$ cat src/rtl/seg_pkg.sv
package seg_pkg;
    typedef enum logic [2:0] {
        ST_IDLE,
        ST_PLAN,
        ST_FILL,
        ST_GATE,
        ST_SEND,
        ST_DRAIN
    } seg_state_t;
endpackage

$ cat src/rtl/seg_cmp_ge.sv
module seg_cmp_ge #(
    parameter int W = 32
) (
    input  logic [W-1:0] lhs,
    input  logic [W-1:0] rhs,
    output logic         ge
);
    // unsigned magnitude compare
    assign ge = (lhs >= rhs);
endmodule

$ cat src/rtl/seg_len_track.sv
module seg_len_track #(
    parameter int LEN_W = 32,
    parameter int PKT_W = 16
) (
    input  logic             clk,
    input  logic             rst_n,
    input  logic             load,
    input  logic [LEN_W-1:0] load_val,
    input  logic             consume,
    input  logic [PKT_W-1:0] consume_val,
    output logic [LEN_W-1:0] rem,
    output logic [LEN_W-1:0] total,
    output logic [LEN_W-1:0] sent
);
    logic [LEN_W-1:0] rem_q;
    logic [LEN_W-1:0] total_q;

    always_ff @(posedge clk) begin
        if (!rst_n) begin
            rem_q   <= '0;
            total_q <= '0;
        end else if (load) begin
            rem_q   <= load_val;
            total_q <= load_val;
        end else if (consume) begin
            rem_q   <= rem_q - LEN_W'(consume_val);
        end
    end

    assign rem   = rem_q;
    assign total = total_q;
    assign sent  = total_q - rem_q;

    // a fresh packet never takes more bytes than remain
    a_r2_no_underflow: assert property (@(posedge clk) disable iff (!rst_n)
        consume |-> (LEN_W'(consume_val) <= rem_q));

    // an accepted start loads the full length
    a_r1_load_total: assert property (@(posedge clk) disable iff (!rst_n)
        load |=> (rem_q == $past(load_val)));
endmodule

$ cat src/rtl/seg_send_ctrl.sv
module seg_send_ctrl
    import seg_pkg::*;
#(
    parameter int LEN_W = 32,
    parameter int PKT_W = 16,
    parameter int CNT_W = 16
) (
    input  logic             clk,
    input  logic             rst_n,
    input  logic             start,
    input  logic [LEN_W-1:0] total_len,
    input  logic [PKT_W-1:0] pkt_len,
    input  logic             dup_off,
    input  logic [CNT_W-1:0] buf_count,
    input  logic [LEN_W-1:0] ack_bytes,
    input  logic             retx_req,
    output logic             req_valid,
    input  logic             req_ready,
    output logic [PKT_W-1:0] req_len,
    output logic             req_resend,
    output logic             busy,
    output logic [LEN_W-1:0] remain_len,
    output logic             done
);
    localparam int NCMP = 5;
    localparam int C_ACK_SENT = 0;
    localparam int C_ACK_TOT  = 1;
    localparam int C_BUF_PKT  = 2;
    localparam int C_BUF_REM  = 3;
    localparam int C_REM_PKT  = 4;

    seg_state_t state_q, state_d;

    logic [PKT_W-1:0] pkt_q, last_q;
    logic             dup_q, dup_pend_q, sent_any_q;
    logic [LEN_W-1:0] rem, total_q, sent;
    logic [LEN_W-1:0] pkt_ext, buf_ext;
    logic [LEN_W-1:0] cmp_lhs [NCMP];
    logic [LEN_W-1:0] cmp_rhs [NCMP];
    logic [NCMP-1:0]  cmp_ge;

    logic load, accept, consume, retx_go;
    logic issue_full, issue_res, finish, rem_zero;

    assign pkt_ext  = LEN_W'(pkt_q);
    assign buf_ext  = LEN_W'(buf_count);
    assign rem_zero = (rem == '0);

    always_comb begin
        cmp_lhs[C_ACK_SENT] = ack_bytes; cmp_rhs[C_ACK_SENT] = sent;
        cmp_lhs[C_ACK_TOT]  = ack_bytes; cmp_rhs[C_ACK_TOT]  = total_q;
        cmp_lhs[C_BUF_PKT]  = buf_ext;   cmp_rhs[C_BUF_PKT]  = pkt_ext;
        cmp_lhs[C_BUF_REM]  = buf_ext;   cmp_rhs[C_BUF_REM]  = rem;
        cmp_lhs[C_REM_PKT]  = rem;       cmp_rhs[C_REM_PKT]  = pkt_ext;
    end

    for (genvar g = 0; g < NCMP; g++) begin : g_cmp
        seg_cmp_ge #(.W(LEN_W)) i_cmp (
            .lhs (cmp_lhs[g]),
            .rhs (cmp_rhs[g]),
            .ge  (cmp_ge[g])
        );
    end

    seg_len_track #(.LEN_W(LEN_W), .PKT_W(PKT_W)) i_len (
        .clk         (clk),
        .rst_n       (rst_n),
        .load        (load),
        .load_val    (total_len),
        .consume     (consume),
        .consume_val (req_len),
        .rem         (rem),
        .total       (total_q),
        .sent        (sent)
    );

    assign load       = (state_q == ST_IDLE) && start;
    assign accept     = (state_q == ST_SEND) && req_ready;
    assign consume    = accept && !req_resend;
    assign retx_go    = retx_req && sent_any_q &&
                        (state_q inside {ST_PLAN, ST_FILL, ST_GATE, ST_DRAIN});
    assign issue_full = (state_q == ST_FILL) && !retx_go && cmp_ge[C_BUF_PKT];
    assign issue_res  = (state_q == ST_GATE) && !retx_go &&
                        cmp_ge[C_ACK_SENT] && cmp_ge[C_BUF_REM];
    assign finish     = (state_q == ST_DRAIN) && !retx_go && cmp_ge[C_ACK_TOT];

    // next state
    always_comb begin
        state_d = state_q;
        unique case (state_q)
            ST_IDLE:  if (load) state_d = ST_PLAN;
            ST_PLAN: begin
                if (retx_go)                state_d = ST_SEND;
                else if (rem_zero)          state_d = ST_DRAIN;
                else if (cmp_ge[C_REM_PKT]) state_d = ST_FILL;
                else                        state_d = ST_GATE;
            end
            ST_FILL:  if (retx_go || issue_full) state_d = ST_SEND;
            ST_GATE:  if (retx_go || issue_res)  state_d = ST_SEND;
            ST_SEND:  if (accept && !dup_pend_q) state_d = ST_PLAN;
            ST_DRAIN: begin
                if (retx_go)     state_d = ST_SEND;
                else if (finish) state_d = ST_IDLE;
            end
            default:  state_d = ST_IDLE;
        endcase
    end

    // state register
    always_ff @(posedge clk) begin
        if (!rst_n) state_q <= ST_IDLE;
        else        state_q <= state_d;
    end

    // registered outputs and command context
    always_ff @(posedge clk) begin
        if (!rst_n) begin
            pkt_q      <= '0;
            last_q     <= '0;
            dup_q      <= 1'b0;
            dup_pend_q <= 1'b0;
            sent_any_q <= 1'b0;
            req_len    <= '0;
            req_resend <= 1'b0;
            done       <= 1'b0;
        end else begin
            done <= finish;
            if (load) begin
                pkt_q      <= pkt_len;
                dup_q      <= dup_off;
                dup_pend_q <= 1'b0;
                sent_any_q <= 1'b0;
            end
            if (retx_go) begin
                req_len    <= last_q;
                req_resend <= 1'b1;
            end else if (issue_full) begin
                req_len    <= pkt_q;
                req_resend <= 1'b0;
            end else if (issue_res) begin
                req_len    <= rem[PKT_W-1:0];
                req_resend <= 1'b0;
                dup_pend_q <= !dup_q;
            end
            if (accept) begin
                if (!req_resend) begin
                    last_q     <= req_len;
                    sent_any_q <= 1'b1;
                end
                if (dup_pend_q) begin
                    req_resend <= 1'b1;
                    dup_pend_q <= 1'b0;
                end
            end
        end
    end

    assign busy       = (state_q != ST_IDLE);
    assign req_valid  = (state_q == ST_SEND);
    assign remain_len = rem;

    // request held stable until accepted
    a_r7_hold_until_ready: assert property (@(posedge clk) disable iff (!rst_n)
        (req_valid && !req_ready) |=> (req_valid && $stable(req_len) && $stable(req_resend)));

    // a fresh request never exceeds the remaining length
    a_r2_fresh_fits: assert property (@(posedge clk) disable iff (!rst_n)
        (req_valid && !req_resend) |-> (LEN_W'(req_len) <= remain_len));

    // remaining length never grows inside a command
    a_r2_rem_nonincreasing: assert property (@(posedge clk) disable iff (!rst_n)
        (busy && $past(busy)) |-> (remain_len <= $past(remain_len)));

    // buffer held enough bytes when a fresh request was issued
    a_r3_buffer_covers: assert property (@(posedge clk) disable iff (!rst_n)
        ($rose(req_valid) && !req_resend) |-> (LEN_W'($past(buf_count)) >= LEN_W'(req_len)));

    // residue only after full packets are acknowledged
    a_r5_residue_gated: assert property (@(posedge clk) disable iff (!rst_n)
        ($rose(req_valid) && !req_resend && (req_len < pkt_q)) |-> ($past(ack_bytes) >= sent));

    // done is a single pulse outside busy
    a_r8_done_idle: assert property (@(posedge clk) disable iff (!rst_n)
        done |-> !busy);
    a_r8_done_pulse: assert property (@(posedge clk) disable iff (!rst_n)
        done |=> !done);
endmodule

$ cat config.mk
export PLATFORM = sky130hd
export DESIGN_NAME = seg_send_ctrl
export DESIGN_NICKNAME = d
export VERILOG_FILES = /design/src/rtl/seg_pkg.sv /design/src/rtl/seg_cmp_ge.sv /design/src/rtl/seg_len_track.sv /design/src/rtl/seg_send_ctrl.sv
export SDC_FILE = /design/constraint.sdc
export NUM_CORES = 1
export LEC_CHECK = 0
export BUFFER_PORTS_ARGS = -buffer_cell sky130_fd_sc_hd__buf_4
export CORE_AREA = 2 2 147 185
export CTS_CLUSTER_SIZE = 14
export DETAILED_ROUTE_END_ITERATION = 7
export DIE_AREA = 0 0 149 187
export GPL_TIMING_DRIVEN = 0
export PLACE_DENSITY = 0.58
export SYNTH_ARGS = -nofsm -noshare
export SYNTH_HDL_FRONTEND = slang
export SYNTH_SLANG_ARGS = --single-unit
$ cat constraint.sdc
create_clock -name clk -period 4.4 [get_ports clk]
set_input_delay 1.32 -clock clk [delete_from_list [all_inputs] [get_ports clk]]
set_output_delay 1.32 -clock clk [all_outputs]
set_load 0.005 [all_outputs]
# Word level (Yosys, flattened, before mapping)

Index checks and enable logic that the tools add are counted.

Bits of input ports: 102
Memories: 0
Memory bits (read-only): 0
Bits in latches: 0
Register bits after elaboration: 120
Output and inout port bits: 52
Logic and storage cells: 85
RAM bits: 0

Shift-type cells: 0
Add/subtract/negate cells: 2
Multiply operators: 0
Reductions and logical operators: 27
Divide/modulo/power cells: 0
Eq/ne operators: 10
Mux-type cells: 29
Bitwise gates (word level): 1
Magnitude comparators: 5

Operators by type and width:

| cell                                                                     | count |
|---|---|
| 32-bit greater-or-equal comparator                                       | 2 |
| 32-bit 2-to-1 mux                                                        | 2 |
| 16-bit 2-to-1 mux                                                        | 3 |
| 16-bit by 32-bit greater-or-equal comparator with 1-bit output           | 1 |
| 32-bit by 16-bit greater-or-equal comparator with 1-bit output           | 1 |
| 32-bit logical NOT                                                       | 1 |
| 32-bit by 16-bit subtractor with 32-bit output                           | 1 |
| 32-bit subtractor                                                        | 1 |
| 3-bit 2-to-1 mux                                                         | 8 |
| 3-bit one-hot mux with 6 select lines                                    | 1 |
| 16-bit greater-or-equal comparator                                       | 1 |
| 1-bit 2-to-1 mux                                                         | 15 |
| 1-bit logical AND                                                        | 13 |
| 2-bit by 1-bit inequality test with 1-bit output (second input constant) | 4 |
| 3-bit by 2-bit == test with 1-bit output (second input constant)         | 2 |
| 3-bit == test (second input constant)                                    | 2 |
| 3-bit nonzero test                                                       | 2 |
| 5-bit AND reduction                                                      | 1 |
| 1-bit logical NOT                                                        | 4 |
| 4-bit nonzero test                                                       | 1 |
| 3-bit by 1-bit == test with 1-bit output (second input constant)         | 1 |
| 3-bit logical NOT                                                        | 1 |
| 3-bit inequality test (second input constant)                            | 1 |
| 1-bit logical OR                                                         | 2 |
| other kinds (3)                                                          | 3 |

# Depth between registers and ports, before layout

Depth in word-level cells: 12
Mapped depth: 24
Depth with buffers taken out: 23

# By module

Synthesis repeated with hierarchy kept, for this count alone.

Cells, all modules: 1,600
Area, all modules: 12,400.6 um^2

By module, submodules not included:

| module                           | sequential area each (um^2) | times used | area each (um^2) | cells an instance |
|---|---|---|---|---|
| seg_len_track                    | 1,281.2                     | 1          | 5,551.6          | 721 |
| seg_cmp_ge at g_cmp[0].i_cmp ... | 0.0                         | 4          | 799.5            | 108 |
| seg_send_ctrl                    | 1,121.1                     | 1          | 2,852.7          | 338 |
| seg_cmp_ge at g_cmp[3].i_cmp     | 0.0                         | 1          | 798.3            | 109 |

# Worst setup path after synthesis

Ideal clock, no wire load.

Path type: register to register
Start point: reg i_len.rem_q[1] (netlist: i_len.rem[1])
End point: reg req_len[10]
Period minus slack after synthesis: 4.715 ns
Path slack: -0.315 ns
Required time: 4.328 ns
Stages on the path, launching flop included: 22
Buffers on the path: 1
Arrival: 4.644 ns
Cell sequence: dfxtp_1 -> inv_1 -> ha_1 -> nor2b_1 -> o31ai_1 -> a21oi_1 -> o21ai_0 -> a21oi_1 -> o21ai_0 -> a31oi_1 -> a311oi_1 -> ha_1 -> a21o_1 -> a21o_1 -> a21oi_1 -> and3b_1 -> o211ai_1 -> a2111oi_2 -> a21oi_4 -> nor3_4 -> buf_12 -> mux2i_1

Word-level cells in the longest chain between the ends: 5
Elaborated cells between the ends (all ways): 6

RTL lines:

| what                               | line                 | text |
|---|---|---|
| from (decl)                        | seg_len_track.sv:15  | `logic [LEN_W-1:0] rem_q;` |
| from (signal assigned)             | seg_len_track.sv:23  | `rem_q <= load_val;` |
| from (signal assigned)             | seg_len_track.sv:26  | `rem_q <= rem_q - LEN_W'(consume_val);` |
| 32-bit subtractor                  | seg_len_track.sv:32  | `assign sent = total_q - rem_q;` |
| 32-bit greater-or-equal comparator | seg_cmp_ge.sv:9      | `assign ge = (lhs >= rhs);` |
| 1-bit logical AND                  | seg_send_ctrl.sv:83  | `assign issue_res = (state_q == ST_GATE) && !retx_go &&` |
| 1-bit logical AND *                | seg_send_ctrl.sv:84  | `cmp_ge[C_ACK_SENT] && cmp_ge[C_BUF_REM];` |
| 3-bit nonzero test (no line) *     | n/a                  |  |
| to (signal assigned)               | seg_send_ctrl.sv:135 | `req_len <= last_q;` |
| to (signal assigned)               | seg_send_ctrl.sv:138 | `req_len <= pkt_q;` |
| to (signal assigned)               | seg_send_ctrl.sv:141 | `req_len <= rem[PKT_W-1:0];` |
| to (decl)                          | seg_send_ctrl.sv:19  | `output logic [PKT_W-1:0] req_len,` |

Every way passes the cells marked *; elsewhere a longest branch is shown, timed or not.
A chain may end at the register's enable or synchronous reset.

# Worst setup path after layout

Start point: reg i_len.total_q[0] (netlist: i_len.total[0])
End point: reg state_q[0]

Word-level cells in the longest chain between the ends: 7
Elaborated cells between the ends (all ways): 10

RTL lines:

| what                                                       | line                 | text |
|---|---|---|
| from (decl)                                                | seg_len_track.sv:16  | `logic [LEN_W-1:0] total_q;` |
| from (signal assigned)                                     | seg_len_track.sv:24  | `total_q <= load_val;` |
| 32-bit subtractor                                          | seg_len_track.sv:32  |  |
| 32-bit greater-or-equal comparator                         | seg_cmp_ge.sv:9      |  |
| 1-bit logical AND                                          | seg_send_ctrl.sv:83  |  |
| 1-bit logical AND                                          | seg_send_ctrl.sv:84  |  |
| 1-bit logical OR                                           | seg_send_ctrl.sv:99  | `ST_GATE: if (retx_go \|\| issue_res) state_d = ST_SEND;` |
| 2-bit by 1-bit inequality test with 1-bit output (no line) | n/a                  |  |
| 5-bit AND reduction (no line) *                            | n/a                  |  |
| to (signal assigned)                                       | seg_send_ctrl.sv:112 | `else state_q <= state_d;` |
| to (decl)                                                  | seg_send_ctrl.sv:32  | `seg_state_t state_q, state_d;` |

Marks and branches as above.

==> run_results.csv <==
group,metric,value,unit
status,outcome,"complete, but fails checks",
status,violations,"negative setup slack",
detailed_routing,ant_nets,0,
sta,skew,0.0130,ns
setup_path,cp.required,4.71,ns
detailed_routing,via_per_inst,5.45,
synth,yosysMostFrequentCell,"nand2_1",
synth,syn-num-nets,1608,
detailed_routing,dr.pass1.iters,5,
finish,nFillCells,2690,
sta,hold_violations,0,
setup_path,cp_top_family,"compound AO/OA/AOI/OAI gates",
synth,ys_seq_elements,120,
setup_path,slowest_delay,0.37,ns
global_route,grt_use_met1,0.327,
power,p_int,5.03,mW
global_route,grtUsageMet3,0.0259,
synth,synth_common_cells,"194 x nand2_1, 163 x a21oi_1, 159 x ha_1, 120 x dfxtp_1, 115 x inv_1",
power,clkPwrFrac,0.163,
detailed_routing,drc,0,
die,num_rows,67,
setup_path,reg2regPathDepth,24,
synth,yosys-top-cells-area,"dfxtp_1 23%, ha_1 19%, a21oi_1 7.9%",
sta,tightest_slew,0.833,ns
setup_path,ff2ff_setup_slack,-0.24,ns
detailed_routing,dr_total_vias,10400,
setup_path,r2r-start,"i_len.total[0]",
sta,fin_crit_sh,1.05,
finish,postLayoutCoreUtil,0.506,
die,core_area,0.0263,mm2
clock_network,clk_latency,0.43,ns
power,vdd_drop_max,0.000242,V
detailed_routing,wire_per_inst,19.0,um
clock_network,cts_buffers,17,
sta,setup_ws,-0.235,ns
sta,tns,-2.29,ns
power,switching_share,0.460,
die,die_w,149,um
power,p_sw,4.29,mW
setup_path,crit_start,"i_len.total[0]",
global_route,antenna_found_initial,0,
setup_path,cp-start-kind,"flip-flop",
sta,clock.fmax,216,MHz
place,dp_hpwl,29.2,mm
worst_hold_path,min_path_type,"reg2reg",
setup_path,slowest_stage,"fa_2",
sta,min_period,4.64,ns
clock_network,clock_sinks,120,
global_route,grt_max_degree,17,
clock_network,root_buffer,"clkbuf_16",
finish,diodes,0,
setup_path,crit_path_end_kind,"flip-flop",
synth,synth-edff-count,0,
synth,synth_top_cell_area_share,0.232,
setup_path,crit_buf_inv,4,
synth,avgSynthCellArea,7.69,um2
sta,report.final.slew_viol_count,0,
clock_network,cts_buffer_depth,2,
detailed_routing,wl,36.3,mm
setup_path,critical_path_class,"reg2reg",
place,io_buffers,153,
clock_network,clk_pin_slew,0.07,ns
finish,drive_above_1_share,0.208,
clock_network,cts_tree,"built",
global_route,grt_overflow,0,
place,place_ws,-1.30,ns
finish,areaGrowthSynthToFinish,28.8,%
synth,synth_cells,1345,
setup_path,cp_max_fo,3,
sta,rsz0062_at_grt,"true",
power,power_density,700,mW/mm2
setup_path,cp-endpoint,"state_q[0]",
clock_network,ctsHtreeMaxLevel,4,
sta,relSlewSlack,0.440,
synth,ys_types,72,
flow_run,maxCapViolCount,0,
global_route,grt_busiest_layer,"met2",
power,seqPwrFrac,0.173,
finish,multiInputGateArea,0.00768,mm2
die,io_pins,154,
place,placed_area,0.0120,mm2
die,start_util,0.393,
sta,finalSetupViolCount,19,
synth,yosys_warnings,0,
global_route,grt_pass1_vias,10400,
global_route,track_usage,0.259,
clock_network,cts_hold_buf,0,
place,gp_congestion,0.940,
setup_path,worstPathArrival,4.94,ns
global_route,use_met2,0.455,
power,combPwrFrac,0.664,
power,power,9.32,mW
synth,async_reset_ff_frac,0,
finish,regArea,0.00247,mm2
die,dieArea,0.0279,mm2
worst_hold_path,min_from,"last_q[9]",
global_route,grt_pass1_wl,56.2,mm
detailed_routing,detail_route.iter0.violations,466,
synth,synth_top_area_cell,"dfxtp_1",
synth,syn_area,0.0103,mm2
power,leakage,5.72,nW
synth,yosysSeqAreaShare,0.232,
setup_path,cp_cell_sequence,"inv_2 > ha_4 > inv_2 > fa_2 > a21o_1 > a21oi_2 > o211ai_1 > a31oi_1 > o211ai_1 > a41o_1 > a41o_1 > a21o_1 > xnor2_2 > ha_1 > nand3_1 > nor2_2 > nand2_2 > a211oi_4 > a2111oi_4 > buf_4 > a21oi_4 > buf_4 > nor2_1 > o311a_1",
setup_path,rr_endpoint,"state_q[0]",
finish,nets,1817,
die,die_h,187,um
synth,synthFlopType,"dfxtp_1",
finish,postLayoutCellArea,0.0133,mm2
setup_path,worst-path-stages,24,
-- worst min path at each step --
stage	slack (ns)	depth (start not counted)	to
5_1_grt	0.47	2	last_q[3]
3_3_place_gp	0.44	2	last_q[12]
6_report	0.45	2	last_q[9]
2_1_floorplan	0.43	2	dup_q
4_1_cts	0.45	2	last_q[9]
3_5_place_dp	0.44	2	last_q[9]
-- registers in the layout, indices dropped and copies added, names as in the netlist --
name	count
state_q	3
dup_pend_q	1
pkt_q	16
sent_any_q	1
done	1
req_len	16
dup_q	1
last_q	16
i_len.rem	32
i_len.total	32
req_resend	1
-- cell usage in the layout (no fill, tap or decap), types with 17 or more instances in the layout --
| cell | synthesis | final |
|---|---|---|
| a21o_1 | 79 | 79 |
| a21oi_1 | 163 | 155 |
| xor2_1 | 17 | 17 |
| inv_1 | 115 | 106 |
| ha_1 | 159 | 144 |
| nand4_1 | 28 | 28 |
| dfxtp_1 | 120 | 98 |
| xnor2_1 | 31 | 30 |
| buf_4 | 0 | 187 |
| nor2_1 | 53 | 51 |
| mux2i_1 | 34 | 34 |
| nand2_1 | 194 | 193 |
| clkbuf_1 | 50 | 50 |
| o21ai_0 | 72 | 69 |
| clkbuf_16 | 0 | 18 |
| nand3_1 | 31 | 31 |
-- power by group through the flow --
stage | clock (mW) | combinational [mW] | sequential (mW)
final | 1.52 | 6.19 | 1.61
after global routing | 1.59 | 6.85 | 1.64
after CTS | 1.53 | 5.86 | 1.61
after detailed placement | 0 | 5.35 | 1.63
after global placement | 0 | 5.30 | 1.64
after floorplan | 0 | 3.96 | 1.51
-- through the flow --
step / cells / hold WS [ns]
after floorplan: 1345 / 0.431
after global placement: 1843 / 0.439
after detailed placement: 1843 / 0.444
after CTS: 1901 / 0.453
after global routing: 1912 / 0.466
final: 1912 / 0.452
-- area by class of cell --
cell class,count,share of cell area
Tap cell,345,0.0324
Clock inverter,14,0.0137
Timing Repair Buffer,190,0.108
Sequential cell,120,0.185
Buffer,56,0.0177
Inverter,115,0.0331
Clock buffer,18,0.0338
Multi-Input combinational cell,1054,0.576
-- timing repair --
action | 4_1_cts | 5_1_grt
pin swaps | 26 | 31
setup buffers | 25 | 14
setup endpoints to repair | 21 | 21
cloned | 1 | 0
gates resized for setup | 62 | 43
-- worst min-delay path, delay by kind of cell (launching register included) --
kind	cells	cell delay [ns]
AOI/OAI and AO/OA	1	0.05
DFF	1	0.30
and+or+nand+nor	1	0.05
-- cell families after synthesis --
kind of cell,count (synthesis),synth area share
AO/OA/AOI/OAI,420,0.254
AND/OR/NAND/NOR,391,0.180
buffers and inverters,171,0.0642
adder cells (fa/ha/maj),161,0.196
flip-flops,120,0.232
XOR/XNOR,48,0.0406
multiplexers,34,0.0329
-- routing by layer --
| metal | wire length, um | share of wire |
|---|---|---|
| met5 | 0 | 0 |
| met4 | 1200 | 0.033 |
| met3 | 1360 | 0.037 |
| met2 | 17800 | 0.49 |
| met1 | 16000 | 0.44 |
(Power assumes the default switching activity.)
